<file path="config.mk">
export PLATFORM = sky130hd
export DESIGN_NAME = dagu_top
export DESIGN_NICKNAME = d
export VERILOG_FILES = /design/src/rtl/dagu_pkg.sv /design/src/rtl/dagu_ctrl.sv /design/src/rtl/dagu_dpath.sv /design/src/rtl/dagu_top.sv
export SDC_FILE = /design/constraint.sdc
export NUM_CORES = 1
export LEC_CHECK = 0
export ABC_AREA = 1
export BUFFER_PORTS_ARGS = -buffer_cell sky130_fd_sc_hd__buf_2
export CORE_ASPECT_RATIO = 0.8
export CORE_MARGIN = 3
export CORE_UTILIZATION = 40
export CTS_CLUSTER_SIZE = 40
export DETAILED_ROUTE_END_ITERATION = 8
export PLACE_DENSITY = 0.69
export SLEW_MARGIN = 20
export SYNTH_ARGS = -nofsm -noshare
export SYNTH_HDL_FRONTEND = slang
export SYNTH_HIERARCHICAL = 1
export SYNTH_SLANG_ARGS = --single-unit
</file>
<file path="constraint.sdc">
create_clock -name clk -period 3.7 [get_ports clk]
set_clock_uncertainty 0.05 [all_clocks]
set_input_delay 0.185 -clock clk [delete_from_list [all_inputs] [get_ports clk]]
set_output_delay 0.185 -clock clk [all_outputs]
set_load 0.005 [all_outputs]
</file>
<file path="src/rtl/dagu_pkg.sv">
package dagu_pkg;

  typedef enum logic [3:0] {
    MODE_ABS   = 4'd0,
    MODE_IO    = 4'd1,
    MODE_X     = 4'd2,
    MODE_Z     = 4'd3,
    MODE_XINC  = 4'd4,
    MODE_YINC  = 4'd5,
    MODE_ZINC  = 4'd6,
    MODE_XDEC  = 4'd7,
    MODE_YDEC  = 4'd8,
    MODE_ZDEC  = 4'd9,
    MODE_YDISP = 4'd10,
    MODE_ZDISP = 4'd11,
    MODE_PUSH1 = 4'd12,
    MODE_PUSH2 = 4'd13,
    MODE_POP1  = 4'd14,
    MODE_POP2  = 4'd15
  } aguMode_e;

  localparam logic [1:0] SEL_X  = 2'd0;
  localparam logic [1:0] SEL_Y  = 2'd1;
  localparam logic [1:0] SEL_Z  = 2'd2;
  localparam logic [1:0] SEL_SP = 2'd3;

  // Strobes from control to datapath; offsets are 3-bit two's complement.
  typedef struct packed {
    logic [1:0] baseSel;
    logic       useAbs;
    logic       useIo;
    logic       useDisp;
    logic [2:0] addrOff;
    logic [2:0] wbOff;
    logic       wbCapable;
  } aguCtl_t;

endpackage

</file>
<file path="src/rtl/dagu_ctrl.sv">
module dagu_ctrl
  import dagu_pkg::*;
(
  input  logic          clk,
  input  logic          rstN,
  input  logic [3:0]    mode,
  input  logic          isLoad,
  input  logic          firstCycle,
  output aguCtl_t       ctl,
  output logic          wbEn
);

  aguMode_e modeE;
  assign modeE = aguMode_e'(mode);

  always_comb begin
    ctl = '{baseSel: SEL_X, useAbs: 1'b0, useIo: 1'b0, useDisp: 1'b0,
            addrOff: 3'd0, wbOff: 3'd0, wbCapable: 1'b0};
    case (modeE)
      MODE_ABS:   ctl.useAbs = 1'b1;
      MODE_IO:    ctl.useIo = 1'b1;
      MODE_X:     ctl.baseSel = SEL_X;
      MODE_Z:     ctl.baseSel = SEL_Z;
      MODE_XINC:  begin ctl.baseSel = SEL_X; ctl.wbOff = 3'd1; ctl.wbCapable = 1'b1; end
      MODE_YINC:  begin ctl.baseSel = SEL_Y; ctl.wbOff = 3'd1; ctl.wbCapable = 1'b1; end
      MODE_ZINC:  begin ctl.baseSel = SEL_Z; ctl.wbOff = 3'd1; ctl.wbCapable = 1'b1; end
      MODE_XDEC:  begin ctl.baseSel = SEL_X; ctl.addrOff = 3'b111; ctl.wbOff = 3'b111; ctl.wbCapable = 1'b1; end
      MODE_YDEC:  begin ctl.baseSel = SEL_Y; ctl.addrOff = 3'b111; ctl.wbOff = 3'b111; ctl.wbCapable = 1'b1; end
      MODE_ZDEC:  begin ctl.baseSel = SEL_Z; ctl.addrOff = 3'b111; ctl.wbOff = 3'b111; ctl.wbCapable = 1'b1; end
      MODE_YDISP: begin ctl.baseSel = SEL_Y; ctl.useDisp = 1'b1; end
      MODE_ZDISP: begin ctl.baseSel = SEL_Z; ctl.useDisp = 1'b1; end
      MODE_PUSH1: begin ctl.baseSel = SEL_SP; ctl.wbOff = 3'b111; ctl.wbCapable = 1'b1; end
      MODE_PUSH2: begin ctl.baseSel = SEL_SP; ctl.addrOff = 3'b111; ctl.wbOff = 3'b110; ctl.wbCapable = 1'b1; end
      MODE_POP1:  begin ctl.baseSel = SEL_SP; ctl.addrOff = 3'd1; ctl.wbOff = 3'd1; ctl.wbCapable = 1'b1; end
      MODE_POP2:  begin ctl.baseSel = SEL_SP; ctl.addrOff = 3'd1; ctl.wbOff = 3'd2; ctl.wbCapable = 1'b1; end
      default:    ctl.useAbs = 1'b1;
    endcase
  end

  always_ff @(posedge clk or negedge rstN) begin
    if (!rstN) wbEn <= 1'b0;
    else       wbEn <= ctl.wbCapable && !(isLoad && firstCycle);
  end


  load_first_no_wb_chk: assert property (@(posedge clk) disable iff (!rstN)
    (isLoad && firstCycle) |=> !wbEn);


  plain_no_wb_chk: assert property (@(posedge clk) disable iff (!rstN)
    (mode <= 4'd3 || mode == 4'd10 || mode == 4'd11) |=> !wbEn);

endmodule

</file>
<file path="src/rtl/dagu_dpath.sv">
module dagu_dpath
  import dagu_pkg::*;
#(
  parameter int ADDR_W  = 16,
  parameter int DISP_W  = 6,
  parameter int IO_W    = 6,
  parameter int IO_BASE = 32
) (
  input  logic              clk,
  input  logic              rstN,
  input  aguCtl_t           ctl,
  input  logic [ADDR_W-1:0] ptrX,
  input  logic [ADDR_W-1:0] ptrY,
  input  logic [ADDR_W-1:0] ptrZ,
  input  logic [ADDR_W-1:0] sp,
  input  logic [DISP_W-1:0] disp,
  input  logic [IO_W-1:0]   ioNum,
  input  logic [ADDR_W-1:0] absAddr,
  output logic [ADDR_W-1:0] addr,
  output logic [1:0]        wbSel,
  output logic [ADDR_W-1:0] wbData
);

  localparam logic [ADDR_W-1:0] IO_BASE_V = ADDR_W'(IO_BASE);

  logic [ADDR_W-1:0] basePtr;
  logic [ADDR_W-1:0] addrOffExt;
  logic [ADDR_W-1:0] wbOffExt;
  logic [ADDR_W-1:0] dispExt;
  logic [ADDR_W-1:0] ioAddr;
  logic [ADDR_W-1:0] nextVal;

  always_comb begin
    case (ctl.baseSel)
      SEL_X:   basePtr = ptrX;
      SEL_Y:   basePtr = ptrY;
      SEL_Z:   basePtr = ptrZ;
      default: basePtr = sp;
    endcase
  end

  assign addrOffExt = {{(ADDR_W-3){ctl.addrOff[2]}}, ctl.addrOff};
  assign wbOffExt   = {{(ADDR_W-3){ctl.wbOff[2]}}, ctl.wbOff};
  assign dispExt    = {{(ADDR_W-DISP_W){1'b0}}, disp};
  assign ioAddr     = {{(ADDR_W-IO_W){1'b0}}, ioNum} + IO_BASE_V;
  assign nextVal    = basePtr + wbOffExt;

  always_comb begin
    if (ctl.useAbs)      addr = absAddr;
    else if (ctl.useIo)  addr = ioAddr;
    else if (ctl.useDisp) addr = basePtr + dispExt;
    else                 addr = basePtr + addrOffExt;
  end

  always_ff @(posedge clk or negedge rstN) begin
    if (!rstN) begin
      wbSel  <= SEL_X;
      wbData <= '0;
    end else begin
      wbSel  <= ctl.baseSel;
      wbData <= nextVal;
    end
  end


  disp_range_chk: assert property (@(posedge clk) disable iff (!rstN)
    (ctl.useDisp && !ctl.useAbs && !ctl.useIo) |-> ((addr - basePtr) < ADDR_W'(1 << DISP_W)));

endmodule

</file>
<file path="src/rtl/dagu_top.sv">
module dagu_top #(
  parameter int ADDR_W  = 16,
  parameter int DISP_W  = 6,
  parameter int IO_W    = 6,
  parameter int IO_BASE = 32
) (
  input  logic              clk,
  input  logic              rstN,
  input  logic [3:0]        mode,
  input  logic              isLoad,
  input  logic              firstCycle,
  input  logic [ADDR_W-1:0] ptrX,
  input  logic [ADDR_W-1:0] ptrY,
  input  logic [ADDR_W-1:0] ptrZ,
  input  logic [ADDR_W-1:0] sp,
  input  logic [DISP_W-1:0] disp,
  input  logic [IO_W-1:0]   ioNum,
  input  logic [ADDR_W-1:0] absAddr,
  output logic [ADDR_W-1:0] addr,
  output logic              wbEn,
  output logic [1:0]        wbSel,
  output logic [ADDR_W-1:0] wbData
);

  dagu_pkg::aguCtl_t ctl;

  dagu_ctrl u_ctrl (
    .clk(clk), .rstN(rstN), .mode(mode), .isLoad(isLoad),
    .firstCycle(firstCycle), .ctl(ctl), .wbEn(wbEn)
  );

  dagu_dpath #(.ADDR_W(ADDR_W), .DISP_W(DISP_W), .IO_W(IO_W), .IO_BASE(IO_BASE)) u_dpath (
    .clk(clk), .rstN(rstN), .ctl(ctl), .ptrX(ptrX), .ptrY(ptrY), .ptrZ(ptrZ),
    .sp(sp), .disp(disp), .ioNum(ioNum), .absAddr(absAddr),
    .addr(addr), .wbSel(wbSel), .wbData(wbData)
  );


  predec_addr_chk: assert property (@(posedge clk) disable iff (!rstN)
    (mode == 4'd9) |-> (addr == ptrZ - ADDR_W'(1)));


  postinc_wb_chk: assert property (@(posedge clk) disable iff (!rstN)
    (mode == 4'd4 && !isLoad) |=> (wbEn && wbSel == 2'd0 && wbData == $past(ptrX) + ADDR_W'(1)));


  stack_sel_chk: assert property (@(posedge clk) disable iff (!rstN)
    (mode >= 4'd12 && !(isLoad && firstCycle)) |=> (wbEn && wbSel == 2'd3));


  plain_x_addr_chk: assert property (@(posedge clk) disable iff (!rstN)
    (mode == 4'd2) |-> (addr == ptrX));

endmodule

</file>
==> impl_metrics.json <==
{
  "outcome": "finished clean",
  "timing.max_cap.violations": 0,
  "setup_viol": 0,
  "synth-async-reset-ratio_pct": 100,
  "crit_required_ns": 3.46,
  "die_area_sq_um": 8830,
  "grt.overflow.total": 0,
  "rows": 28,
  "synth_net_count": 673,
  "timing.critical_path.to_type": "output port",
  "starting_density_of_the_core_pct": 41.4,
  "grt_setup_unrepaired": "false",
  "post_synthesis_instance_area_sq_um": 3090,
  "layout_cell_share_with_drive_strength_beyond_1_pct": 24.1,
  "totalPowerFinal_w": 0.00135,
  "initialDrtViolationCount": 201,
  "port-buffer-count": 134,
  "dieWidth_um": 104,
  "cts-buffers-inserted": 3,
  "min_period_over_period_pct": 90.2,
  "clock-sinks": 19,
  "drt_drc_violations_left": 0,
  "die_y_um": 84.7,
  "critical_path.endpoint": "addr[12]",
  "syn_area_per_cell_sq_um": 5.72,
  "tritoncts": "done",
  "final_tns_setup_ns": 0,
  "h_tree_lvls": 1,
  "final_nets": 809,
  "yosys_register_bits": 19,
  "hpwlAfterDp_um": 8390,
  "post-route-min-period_ns": 3.34,
  "postSynthCellCount": 541,
  "drt_pass1_iterations": 5,
  "num_io_pins": 135,
  "synth.most_common_cell": "sky130_fd_sc_hd__nand2_1",
  "diodes": 0,
  "aggregate_routed_wire_length_um": 10000,
  "pwr_cell_area_nw_per_um2": 340,
  "synthesis.yosys.warnings": 6,
  "slew_violations": 0,
  "setup.worst_path.start": "mode[1]",
  "max-slew-margin-rel_pct": 40.8,
  "postPlaceCellArea_sq_um": 3870,
  "grt_pass1_vias": 3679,
  "library_cell_occupying_the_most_area_in_the_post_synthesis_netlist": "sky130_fd_sc_hd__nand2_1",
  "core_area_sq_um": 7460,
  "flow.area_growth_from_synthesis_pct": 28.2,
  "grt_max_degree": 20,
  "register_area_share_after_synthesis_pct": 15.4,
  "worst_ir_drop_vdd_mv": 0.194,
  "vias": 3842,
  "main_flop_type_after_synthesis": "sky130_fd_sc_hd__dfrtp_1",
  "viasPerCell": 4.92,
  "post-route-util_pct": 53.1,
  "final_design_area_no_fill_sq_um": 3970,
  "antenna_violating_nets_post_route": 0,
  "arrival_ns": 3.10,
  "hold_violations": 0,
  "timing_worst_slew_pin_value_ns": 0.882,
  "synth_top_cells_by_count": "sky130_fd_sc_hd__nand2_1, sky130_fd_sc_hd__inv_1, sky130_fd_sc_hd__nand3_1, sky130_fd_sc_hd__o21ai_0, sky130_fd_sc_hd__nor2_1",
  "synth_edf_count": 0,
  "cts_buffer_depth": 2,
  "min-delay-path-class": "input port to flip-flop",
  "antenna_found_initial": 0,
  "globalplace.congestion": 0.952,
  "gr-usage-all-layers_pct": 22.5,
  "crit_path_max_fanout": 10,
  "crit_path_start_kind": "input port",
  "cts.clk_slew.worst_paths_ns": 0.07,
  "root_buffer": "sky130_fd_sc_hd__clkbuf_8",
  "p_leak_nw": 2.38,
  "synth_cell_types": 35,
  "yosysTopAreaCellShare_pct": 22.7,
  "detail_route.wl_per_cell_um": 12.8,
  "timing.fmax_mhz": 300,
  "setup.worst_path.class": "input port to output port",
  "grt_pass1_wl_um": 16700,
  "top_area_cells_in_the_synthesized_netlist": "sky130_fd_sc_hd__nand2_1, sky130_fd_sc_hd__dfrtp_1, sky130_fd_sc_hd__ha_1"
}
==> metal layers <==
layer / up-vias / global-route usage [%] / share of wire (%) / wire [um]
li1: 2001 / - / - / -
met2: 149 / 38.2 / 44 / 4420
met1: 1684 / 31.3 / 49 / 4870
met5: - / 0 / 0 / 0
met4: 0 / 2.29 / 0.47 / 47
met3: 8 / 3.54 / 6.6 / 663
==> stage by stage <==
step | worst slack (ns) | hold WS (ns) | instances
after detailed placement | 0.227 | 0.100 | 773
after global placement | 0.316 | 0.0856 | 773
after CTS | 0.205 | 0.0848 | 778
final | 0.363 | 0.0882 | 781
after floorplan | 0.809 | -0.161 | 541
after global routing | 0.00642 | 0.0912 | 781
==> worst min-delay path by stage <==
stage	slack, ns	start	to	cells after the start
floorplan	-0.16	rstN	u_ctrl/wbEn$_DFF_PN0_	0
global placement	0.09	rstN	u_ctrl/wbEn$_DFF_PN0_	1
detailed placement	0.1	rstN	u_ctrl/wbEn$_DFF_PN0_	1
CTS	0.08	isLoad	u_ctrl/wbEn$_DFF_PN0_	2
global route	0.09	isLoad	u_ctrl/wbEn$_DFF_PN0_	2
finish	0.09	isLoad	u_ctrl/wbEn$_DFF_PN0_	2
==> repair_timing <==
action,4_1_cts,5_1_grt
resized for setup,0,2
setup buffers,0,3
hold buffers,1,0
hold endpoints to repair,19,0
endpoints found under the setup margin,0,12
==> placed cells by master (no fill, tap or decap), drive strengths merged <==
cell and instances:
a21o 3, a21boi 1, nand4 1, dfrtp 19, inv 75, nand3 51, o21bai 2, or2 4
dlygate4sd3 1, nor2 37, a21oi 33, xor2 7, and2 1, a22oi 2, ha 30, xnor2 5
o21ai 52, clkbuf 4, nand2 191, buf 144, nor3 6, nand3b 5, fa 2
==> registers in the layout, summed over array words and instances (netlist names) <==
register / cells
u_dpath/wbData: 16
u_dpath/wbSel: 2
u_ctrl/wbEn: 1
==> cell type report <==
class / count / area [sq um]
Clock buffer: 4 / 45.0
Inverter: 75 / 282
Sequential cell: 19 / 475
Multi-Input combinational cell: 433 / 2280
Fill cell: 773 / 3500
Timing Repair Buffer: 145 / 756
Tap cell: 105 / 131
==> power breakdown <==
part | switching (W) | total (W) | leakage, nW | internal (W)
Combinational | 0.000539 | 0.000917 | 2.14 | 0.000378
Sequential | 0.0000140 | 0.000287 | 0.223 | 0.000273
Clock | 0.0000689 | 0.000146 | 0.0228 | 0.0000766
==> critical path, stage by stage <==
cell,delay (ns)
sky130_fd_sc_hd__buf_2,0.13
sky130_fd_sc_hd__nor2_1,0.14
sky130_fd_sc_hd__inv_1,0.09
sky130_fd_sc_hd__o21ai_0,0.09
sky130_fd_sc_hd__nor2_1,0.08
sky130_fd_sc_hd__buf_4,0.17
sky130_fd_sc_hd__nor2_4,0.18
sky130_fd_sc_hd__buf_4,0.24
sky130_fd_sc_hd__nand2_1,0.07
sky130_fd_sc_hd__nand3_1,0.09
sky130_fd_sc_hd__o21ai_1,0.07
sky130_fd_sc_hd__inv_1,0.09
sky130_fd_sc_hd__ha_1,0.18
sky130_fd_sc_hd__inv_1,0.06
sky130_fd_sc_hd__fa_1,0.36
sky130_fd_sc_hd__inv_1,0.11
sky130_fd_sc_hd__nand3_1,0.07
sky130_fd_sc_hd__nand3_1,0.17
sky130_fd_sc_hd__nand3_1,0.11
sky130_fd_sc_hd__nand3_1,0.10
sky130_fd_sc_hd__nor2_1,0.04
sky130_fd_sc_hd__o21ai_0,0.14
sky130_fd_sc_hd__buf_2,0.13
==> cell families (layout without fill, tap and decap cells) <==
kind of cell    Yosys count  in the layout  synth area share, %
compound gates           93             93                 15.7
xor+xnor                 12             12                 3.40
fa+ha+maj                32             32                 13.4
buf+inv                  89            224                 11.6
flops                    19             19                 15.4
simple gates            296            296                 40.5
No activity file was read; power rests on OpenSTA's default activity.
